`src/rtl/gpio_irq_summary.sv`:
```
module gpio_irq_summary #(
  parameter int NUM_PINS       = 184,
  parameter int PINS_PER_GROUP = 4,
  parameter int DATA_W         = 32,
  parameter int ADDR_W         = 4,
  parameter int EOI_BIT        = 0,
  parameter logic [ADDR_W-1:0] LOW_OFS  = 4'h0,
  parameter logic [ADDR_W-1:0] HIGH_OFS = 4'h4,
  parameter logic [ADDR_W-1:0] CTRL_OFS = 4'h8
) (
  input  logic                clk,
  input  logic                rst_n,
  input  logic [NUM_PINS-1:0] pin_pending,
  input  logic [ADDR_W-1:0]   reg_addr,
  input  logic                reg_wr,
  input  logic [DATA_W-1:0]   reg_wdata,
  output logic [DATA_W-1:0]   reg_rd_data,
  output logic                irq_out
);
  localparam int NUM_GROUPS = (NUM_PINS + PINS_PER_GROUP - 1) / PINS_PER_GROUP;
  localparam int SUM_W      = 2 * DATA_W;

  logic [SUM_W-1:0] summary;
  logic             armed_q;
  logic             fire;
  logic             eoi_wr;
  logic             unused_wdata;

  for (genvar g = 0; g < SUM_W; g++) begin : g_sum
    if (g < NUM_GROUPS) begin : g_live
      logic [PINS_PER_GROUP-1:0] members;
      for (genvar m = 0; m < PINS_PER_GROUP; m++) begin : g_mem
        if (g * PINS_PER_GROUP + m < NUM_PINS) begin : g_pin
          assign members[m] = pin_pending[g*PINS_PER_GROUP+m];
        end else begin : g_pad
          assign members[m] = 1'b0;
        end
      end
      assign summary[g] = |members;
    end else begin : g_zero
      assign summary[g] = 1'b0;
    end
  end

  assign eoi_wr       = reg_wr && (reg_addr == CTRL_OFS) && reg_wdata[EOI_BIT];
  assign fire         = armed_q && (|summary);
  assign unused_wdata = ^reg_wdata;

  always_comb begin
    case (reg_addr)
      LOW_OFS:  reg_rd_data = summary[DATA_W-1:0];
      HIGH_OFS: reg_rd_data = summary[SUM_W-1:DATA_W];
      default:  reg_rd_data = '0;
    endcase
  end

  always_ff @(posedge clk or negedge rst_n) begin
    if (!rst_n) begin
      armed_q <= 1'b1;
      irq_out <= 1'b0;
    end else begin
      irq_out <= fire;
      if (fire)        armed_q <= 1'b0;
      else if (eoi_wr) armed_q <= 1'b1;
    end
  end
endmodule

```
`config.mk`:
```
export PLATFORM = sky130hd
export DESIGN_NAME = gpio_irq_summary
export DESIGN_NICKNAME = d
export VERILOG_FILES = /design/src/rtl/gpio_irq_summary.sv
export SDC_FILE = /design/constraint.sdc
export NUM_CORES = 1
export LEC_CHECK = 0
export BUFFER_PORTS_ARGS = -buffer_cell sky130_fd_sc_hd__clkbuf_2
export CAP_MARGIN = 10
export CORE_AREA = 8 8 94 96
export CTS_CLUSTER_SIZE = 40
export DETAILED_ROUTE_END_ITERATION = 16
export DIE_AREA = 0 0 102 104
export PLACE_DENSITY_LB_ADDON = 0.1
export SYNTH_ARGS = -nofsm -noshare
export SYNTH_HDL_FRONTEND = slang
export SYNTH_SLANG_ARGS = --single-unit
```
`constraint.sdc`:
```
create_clock -name clk -period 1.52 [get_ports clk]
set_clock_uncertainty 0.1 [all_clocks]
set_input_delay 0.076 -clock clk [delete_from_list [all_inputs] [get_ports clk]]
set_output_delay 0.076 -clock clk [all_outputs]
set_load 0.01 [all_outputs]
```
Word level (Yosys, flattened, before mapping)
Cells that the tools add are included.
W data, S select, Z words.
{ "word_totals": {"elab_cells": 59, "register_bits": 2} }
{ "classes": {"n_reduce_logical": 52, "muxes": 3, "n_eq_ne": 2} }
{ "ops": {"columns": ["operator", "n"], "rows": [
  ["$reduce_or A184 Y1", 1],
  ["$reduce_or A4 Y1", 46],
  ["$pmux W32 S2", 1],
  ["$eq A4 B3 Y1 const B", 1],
  ["$eq A4 B4 Y1 const B", 1],
  ["$logic_not A4 Y1", 1],
  ["$logic_and A1 B1 Y1", 3],
  ["$mux W1", 2],
  ["$reduce_bool A2 Y1", 1]
]} }

Depth between registers and ports, before layout
Gate-level depths: netlist of run 1.
{ "logic_depth": {"depth_word": 5, "depth_mapped": 5} }

Worst setup path after synthesis of run 1
Ideal clock, no wire load.
{ "synth_path": {"path_type": "input-to-output", "start": "input port reg_addr[1]", "end": "output port reg_rd_data[7]", "required_time_ps": 1344, "stages": 4, "t_arrival_ps": 1084, "path_buffers": 2, "slack_ps": 260, "cell_sequence": "or4_1 -> clkbuf_1 -> buf_2 -> o22ai_1"} }
{ "synth_via": {"elab_chain_cells": 2, "elab_cells_between_ends": 3, "cone_classes": "eq/ne: 1; mux: 1; reduce/logical: 1"} }
{ "synth_lines": {"columns": ["element", "line", "rtl"], "rows": [
  ["start: declaration", "14", "input logic [ADDR_W-1:0] reg_addr,"],
  ["$eq A4 B3 Y1 / $logic_not A4 Y1 (equally long branches)", "50", "case (reg_addr)"],
  ["$pmux W32 S2 *", "50", null],
  ["end: declaration", "17", "output logic [DATA_W-1:0] reg_rd_data,"]
]} }
Mark *: on every way between the ends. The rest lies on a longest branch, timed or not.

Worst setup path after layout of run 1
{ "layout_path": {"start": "input port reg_addr[1]", "end": "output port reg_rd_data[1]"} }
The elaborated chain is that of the path after synthesis.

==> impl_metrics.csv, run 1 <==
group,metric,value,unit
logic_synthesis,synth-edff-count,0,
logic_synthesis,ys_seq_elements,2,
power,p_leak,1.22,nW
logic_synthesis,syn-num-nets,333,
timing,final.min_clock_period,1.40,ns
timing,slew_viol_final,0,
clock_tree,cts.reportedPaths.clkPinSlew,0.03,ns
global_routing,grtUsageMet2,0.235,
floorplan,pin_count,256,
clock_tree,htree_levels,1,
route,route.final.wire_length,7.06,mm
critical_path,r2r.worst_path.cells,2,
critical_path,reg2reg_setup_slack,0.64,ns
power,vdd_drop_max,0.000143,V
route,drt-wirelength-per-cell,15.6,um
logic_synthesis,syn_inst,110,
critical_path,timing.rr.end,"irq_out",
min_path,min_delay_worst_endpoint,"armed_q",
timing,setup_violations,0,
clock_tree,insertion_delay,0.21,ns
clock_tree,clockBufferDepth,2,
critical_path,regToRegStartpoint,"armed_q",
clock_tree,tritoncts.num_buffers,3,
outcome,outcome,"finished, final reports clean",
clock_tree,clock-sinks,2,
flow_run,max_cap_violations,0,
logic_synthesis,synth_area_leaders,"nor4_2 34%, nor4_1 21%, o22ai_1 11%, nand4_1 9.4%, nor2_1 9.4%",
timing,final-hold-violation-count,0,
timing,worst_slew_pin_slew,0.413,ns
global_routing,busiest_layer,"met2",
route,dr.pass1.iters,4,
route,postRouteAntennaNets,0,
power,cellPowerDensity,308,mW/mm^2
placed_design,place.detailed.instances,446,
placed_design,post_dp_cell_area,0.00214,mm^2
global_routing,use_met1,0.130,
logic_synthesis,synthFlopType,"dfstp_2",
logic_synthesis,post_synthesis_cell_type_with_the_largest_combined_area,"nor4_2",
route,drt-vias-per-instance,4.20,
critical_path,worstPathArrival,1.22,ns
timing,final_period_utilization,0.921,
floorplan,die-area,0.0106,mm^2
floorplan,num_rows,32,
global_routing,first_global_vias,2218,
placed_design,global_placement_routability_congestion,0.762,
finish,final_net_count,575,
floorplan,floorplan.core_area,0.00745,mm^2
clock_tree,cts_tree,"built",
min_path,hold_path.class,"input port to flip-flop",
floorplan,start_util,0.107,
min_path,hold_path_cell_cnt,3,
logic_synthesis,synth_area,798,um^2
placed_design,port-buffer-count,224,
placed_design,detailed_place_hpwl,6.73,mm
finish,nFillCells,842,
critical_path,setup.worst_path.end_class,"output port",
route,remaining_drc_errors,0,
floorplan,chipHeight,104,um
floorplan,die_width,102,um
timing,grt_setup_unrepaired,"no",
min_path,hold_path_startpoint,"reg_wdata[0]",
finish,syn_to_final_growth,181,%
global_routing,wire_length_of_the_first_global_routing_pass,10.7,mm
critical_path,worst-endpoint-required,1.34,ns
finish,antenna_cells_inserted,0,
timing,fmax,715,MHz
logic_synthesis,synth.cells.most_frequent,"27 x nor4_1, 22 x nor4_2, 20 x nor2_1",
route,vias,1903,
critical_path,critical_path.startpoint_type,"input port",
route,drt_first_iter_violations,23,
finish,finalInstanceArea,0.00224,mm^2
global_routing,grtUsageTotal,0.126,
logic_synthesis,ys_async_sr_fraction,1.00,
critical_path,worstPathMaxFanout,17,
timing,worst_slew_margin_rel,0.722,
logic_synthesis,synth_seq_area_share,0.0643,
finish,fin_cells,453,
logic_synthesis,syn-mean-instance-area,7.26,um^2
critical_path,critPathKind,"input port to output port",
global_routing,grt_util_met3,0.0435,
timing,setup_total_negative_slack,0,ns
clock_tree,cts-root-buf,"clkbuf_8",
finish,final_core_util,0.301,
global_routing,grt_max_degree,18,
logic_synthesis,yosysWarningCount,0,
logic_synthesis,synthDistinctLibCells,16,
logic_synthesis,yosys.cell_count.top_type,"nor4_1",
logic_synthesis,yosys.area.top_type_share,0.345,
finish,layout-drive-gt1-share,0.764,
global_routing,initial_antenna_violation_count,0,
global_routing,grt_remaining_overflow,0,
-- cell type report --
cell class / count / area [um^2] / area share
Clock buffer: 4 / 45.0 / 0.0201
Inverter: 1 / 3.75 / 0.00167
Multi-Input combinational cell: 102 / 746 / 0.332
Sequential cell: 2 / 51.3 / 0.0229
Tap cell: 102 / 128 / 0.0569
Timing Repair Buffer: 242 / 1270 / 0.566
-- logic make-up (layout without fill, tap and decap cells) --
logic type,Yosys count,count (layout),synth area share
AOI/OAI and AO/OA,16,16,0.124
buffers and inverters,6,247,0.0329
and+or+nand+nor,86,86,0.779
DFF,2,2,0.0643
-- power by group --
group / switching (mW) / total [mW] / internal [mW]
registers: 0.000291 / 0.0547 / 0.0545
clock network: 0.0478 / 0.226 / 0.178
logic: 0.166 / 0.411 / 0.245
total: 0.214 / 0.692 / 0.478
-- per-layer routing --
| layer | part of all wire | vias up |
|---|---|---|
| met1 | 0.36 | 819 |
| met3 | 0.11 | 6 |
| met5 | 0 | - |
| met4 | 0.0093 | 0 |
| met2 | 0.52 | 113 |
| li1 | - | 965 |
-- cells in the final DEF (no fill, tap or decap), drive strengths merged --
cell / Yosys / layout
nand2: 2 / 2
dlygate4sd3: 0 / 3
buf: 3 / 15
nand4: 12 / 12
nor4: 49 / 49
inv: 1 / 1
or4: 1 / 1
a31oi: 1 / 1
dfrtp: 1 / 1
o21ai: 1 / 1
dfstp: 1 / 1
nor2: 20 / 20
clkbuf: 2 / 228
nand3b: 1 / 1
o22ai: 14 / 14
nand3: 1 / 1
-- timing repair --
action / in CTS / in global routing
setup buffers: 0 / 0
hold buffers: 3 / 0
resized for setup: 0 / 6
endpoints found under the hold margin: 3 / 0
setup endpoints to repair: 0 / 3
-- registers in the layout, summed over array words and instances (netlist names) --
register / cells
irq_out: 1
armed_q: 1
-- worst max-delay path by stage --
stage	startpoint	endpoint	slack, ns	cells after the start
final	reg_addr[1]	reg_rd_data[1]	0.12	5
after global routing	pin_pending[9]	armed_q	0.003	7
after CTS	reg_addr[1]	reg_rd_data[1]	0.03	5
after detailed placement	pin_pending[157]	armed_q	-0.15	6
after global placement	pin_pending[117]	armed_q	-0.09	7
after floorplan	reg_addr[1]	reg_rd_data[7]	0.26	4
-- per-stage QoR --
stage                     setup WS (ns)  hold slack, ns  total power, mW
final                             0.120         0.00995            0.692
after detailed placement         -0.154          -0.236            0.461
after floorplan                   0.260          -0.320            0.137
after CTS                        0.0295         0.00710            0.704
after global routing            0.00296          0.0218            0.755
after global placement          -0.0894          -0.237            0.458
-- worst max-delay path, stage by stage --
cell and delay, ns:
clkbuf_2 0.09, or4_4 0.55, buf_8 0.17, o22ai_1 0.17, clkbuf_2 0.16
No activity file was read; power rests on OpenSTA's default activity.
==> run 2, diff against run 1 <==
BUFFER_PORTS_ARGS = -buffer_cell sky130_fd_sc_hd__buf_4   (was -buffer_cell sky130_fd_sc_hd__clkbuf_2)
==> run 2 against run 1 <==
  * Via count rose by 2.3%
  * Sequential cell count unchanged
  * Sequential power hardly changed
  * Clock power barely moved
  * First-iteration DRC count increased by 43%
  * Global-route usage increased by 1.1 points
  * Combinational power up 39%
  * Cell area up 28%
==> impl_metrics.csv, run 2 (synthesized netlist as in run 1, its figures left out) <==
group,metric,value,unit
outcome,outcome,"finished, final reports clean",
finish,fin_cells,454,
clock_tree,cts.repair_timing.setup_buffer_count,0,
floorplan,start_util,0.107,
finish,multi_input_area,785,um^2
timing,grt_setup_unrepaired,"no",
power,internal_power,0.632,mW
power,pwr-share-comb,0.673,
power,p_seq_frac,0.064,
placed_design,place.detailed.instances,448,
timing,worst_slew_pin_slew,0.418,ns
critical_path,critPathKind,"input port to output port",
critical_path,critical-path-slowest-cell,"or4_4",
min_path,hold_path.class,"input port to flip-flop",
global_routing,grt_remaining_overflow,0,
timing,fmax,693,MHz
finish,final_net_count,576,
global_routing,wire_length_of_the_first_global_routing_pass,11.4,mm
critical_path,crit_chain,"buf_4 > or4_4 > buf_12 > o22ai_1 > buf_4",
floorplan,die_width,102,um
timing,setup_total_negative_slack,0,ns
clock_tree,cts-root-buf,"clkbuf_8",
placed_design,port-buffer-count,224,
finish,reg_top3,"armed_q x1, irq_out x1",
floorplan,pin_count,256,
global_routing,grtUsageTotal,0.137,
placed_design,detailed_place_hpwl,7.27,mm
route,remaining_drc_errors,0,
critical_path,worstPathMaxFanout,16,
timing,hold_ws,0.00472,ns
route,vias,1947,
clock_tree,clock-sinks,2,
route,drt_first_iter_violations,33,
finish,layout.cells.most_common,"buf_4",
clock_tree,clockBufferDepth,2,
critical_path,cpMostUsedCell,"buf_4",
global_routing,initial_antenna_violation_count,0,
timing,worst_slew_margin_rel,0.719,
critical_path,worst-endpoint-required,1.34,ns
clock_tree,cts.reportedPaths.clkPinSlew,0.03,ns
route,drt-vias-per-instance,4.29,
clock_tree,tritoncts.num_buffers,3,
critical_path,worstPathArrival,1.27,ns
floorplan,floorplan.core_area,0.00745,mm^2
global_routing,first_global_vias,2173,
critical_path,critical_path.startpoint_type,"input port",
timing,setup_violations,0,
finish,syn_to_final_growth,259,%
clock_tree,insertion_delay,0.21,ns
critical_path,setup.worst_path.end_class,"output port",
finish,nFillCells,816,
floorplan,die-area,0.0106,mm^2
route,route.final.wire_length,7.97,mm
timing,final_period_utilization,0.950,
flow_run,max_cap_violations,0,
power,netSwitchingPower,0.219,mW
route,drt-wirelength-per-cell,17.6,um
clock_tree,cts_tree,"built",
timing,slew_viol_final,0,
timing,final-hold-violation-count,0,
critical_path,critical_path.max_stage_delay,0.57,ns
route,dr.pass1.iters,4,
power,switching_share_of_total_power,0.257,
power,cellPowerDensity,296,mW/mm^2
timing,final.min_clock_period,1.44,ns
placed_design,post_dp_cell_area,0.00273,mm^2
power,vdd_drop_max,0.000116,V
finish,finalInstanceArea,0.00287,mm^2
finish,most-common-layout-cells,"240 x buf_4, 23 x nor4_1, 22 x nor4_2",
clock_tree,htree_levels,1,
finish,ff_latch_area,51.3,um^2
finish,layout-drive-gt1-share,0.776,
power,p_leak,1.43,nW
route,postRouteAntennaNets,0,
floorplan,chipHeight,104,um
power,share_clk_of_total_power,0.263,
floorplan,num_rows,32,
global_routing,grt_max_degree,33,
finish,antenna_cells_inserted,0,
placed_design,global_placement_routability_congestion,0.795,
run 2: changes by cell type in the layout (fill, tap and decap cells not counted), sizes merged:
| cell | delta |
|---|---|
| buf | +226 |
| clkbuf | -223 |
| dlygate4sd3 | -2 |
run 2: per-stage QoR:
stage | total power, mW | util | worst slack (ns)
after floorplan | 0.137 | - | 0.260
after global placement | 0.613 | 0.366 | -0.117
after detailed placement | 0.619 | 0.366 | -0.166
after CTS | 0.851 | 0.373 | 0.0498
after global routing | 0.905 | 0.385 | 0.00251
final | 0.850 | 0.385 | 0.0765
run 2: worst max-delay path: cells and delay by family:
family	cells	cell delay (ns)
AND/OR/NAND/NOR	1	0.57
buffers and inverters	3	0.44
AO/OA/AOI/OAI	1	0.17
run 2: worst paths after layout:
| kind | from | end | slack [ns] | cells past startpoint |
|---|---|---|---|---|
| worst min-delay path | reg_addr[3] | armed_q | 0.005 | 3 |
| min in group asynchronous | rst_n | irq_out | 0.11 | 2 |
| max in group asynchronous | rst_n | armed_q | 1.02 | 2 |
| worst min register to register | armed_q | irq_out | 0.39 | 2 |
| worst max register to register | armed_q | armed_q | 0.62 | 2 |
| worst max-delay path | reg_addr[1] | reg_rd_data[1] | 0.08 | 5 |
run 2: layout make-up:
| class | instances | area share |
|---|---|---|
| timing repair buffer | 243 | 0.647 |
| inverter | 1 | 0.00131 |
| tap | 102 | 0.0445 |
| clock buffer | 4 | 0.0157 |
| sequential | 2 | 0.0179 |
| multi-input combinational | 102 | 0.273 |
run 2: power groups by stage:
stage                     Sequential (mW)  Clock, mW  Combinational, mW
after floorplan                    0.0553          0             0.0820
after global placement             0.0552          0              0.557
after detailed placement           0.0553          0              0.564
after CTS                          0.0548      0.229              0.567
after global routing               0.0549      0.233              0.617
final                              0.0548      0.223              0.572
run 2: layer usage:
layer  vias to the layer above  global-route usage  wire length (um)
met1                       864               0.129              2590
met4                         0              0.0252                34
met2                       112               0.267              4400
met5                         -                   0                 0
met3                         2              0.0549               944
li1                        969                   -                 -
run 2: what timing repair did:
| item | in CTS | in global routing |
|---|---|---|
| endpoints found under the hold margin | 2 | 0 |
| hold buffers | 1 | 0 |
| setup endpoints to repair | 0 | 2 |
| resized for setup | 0 | 9 |
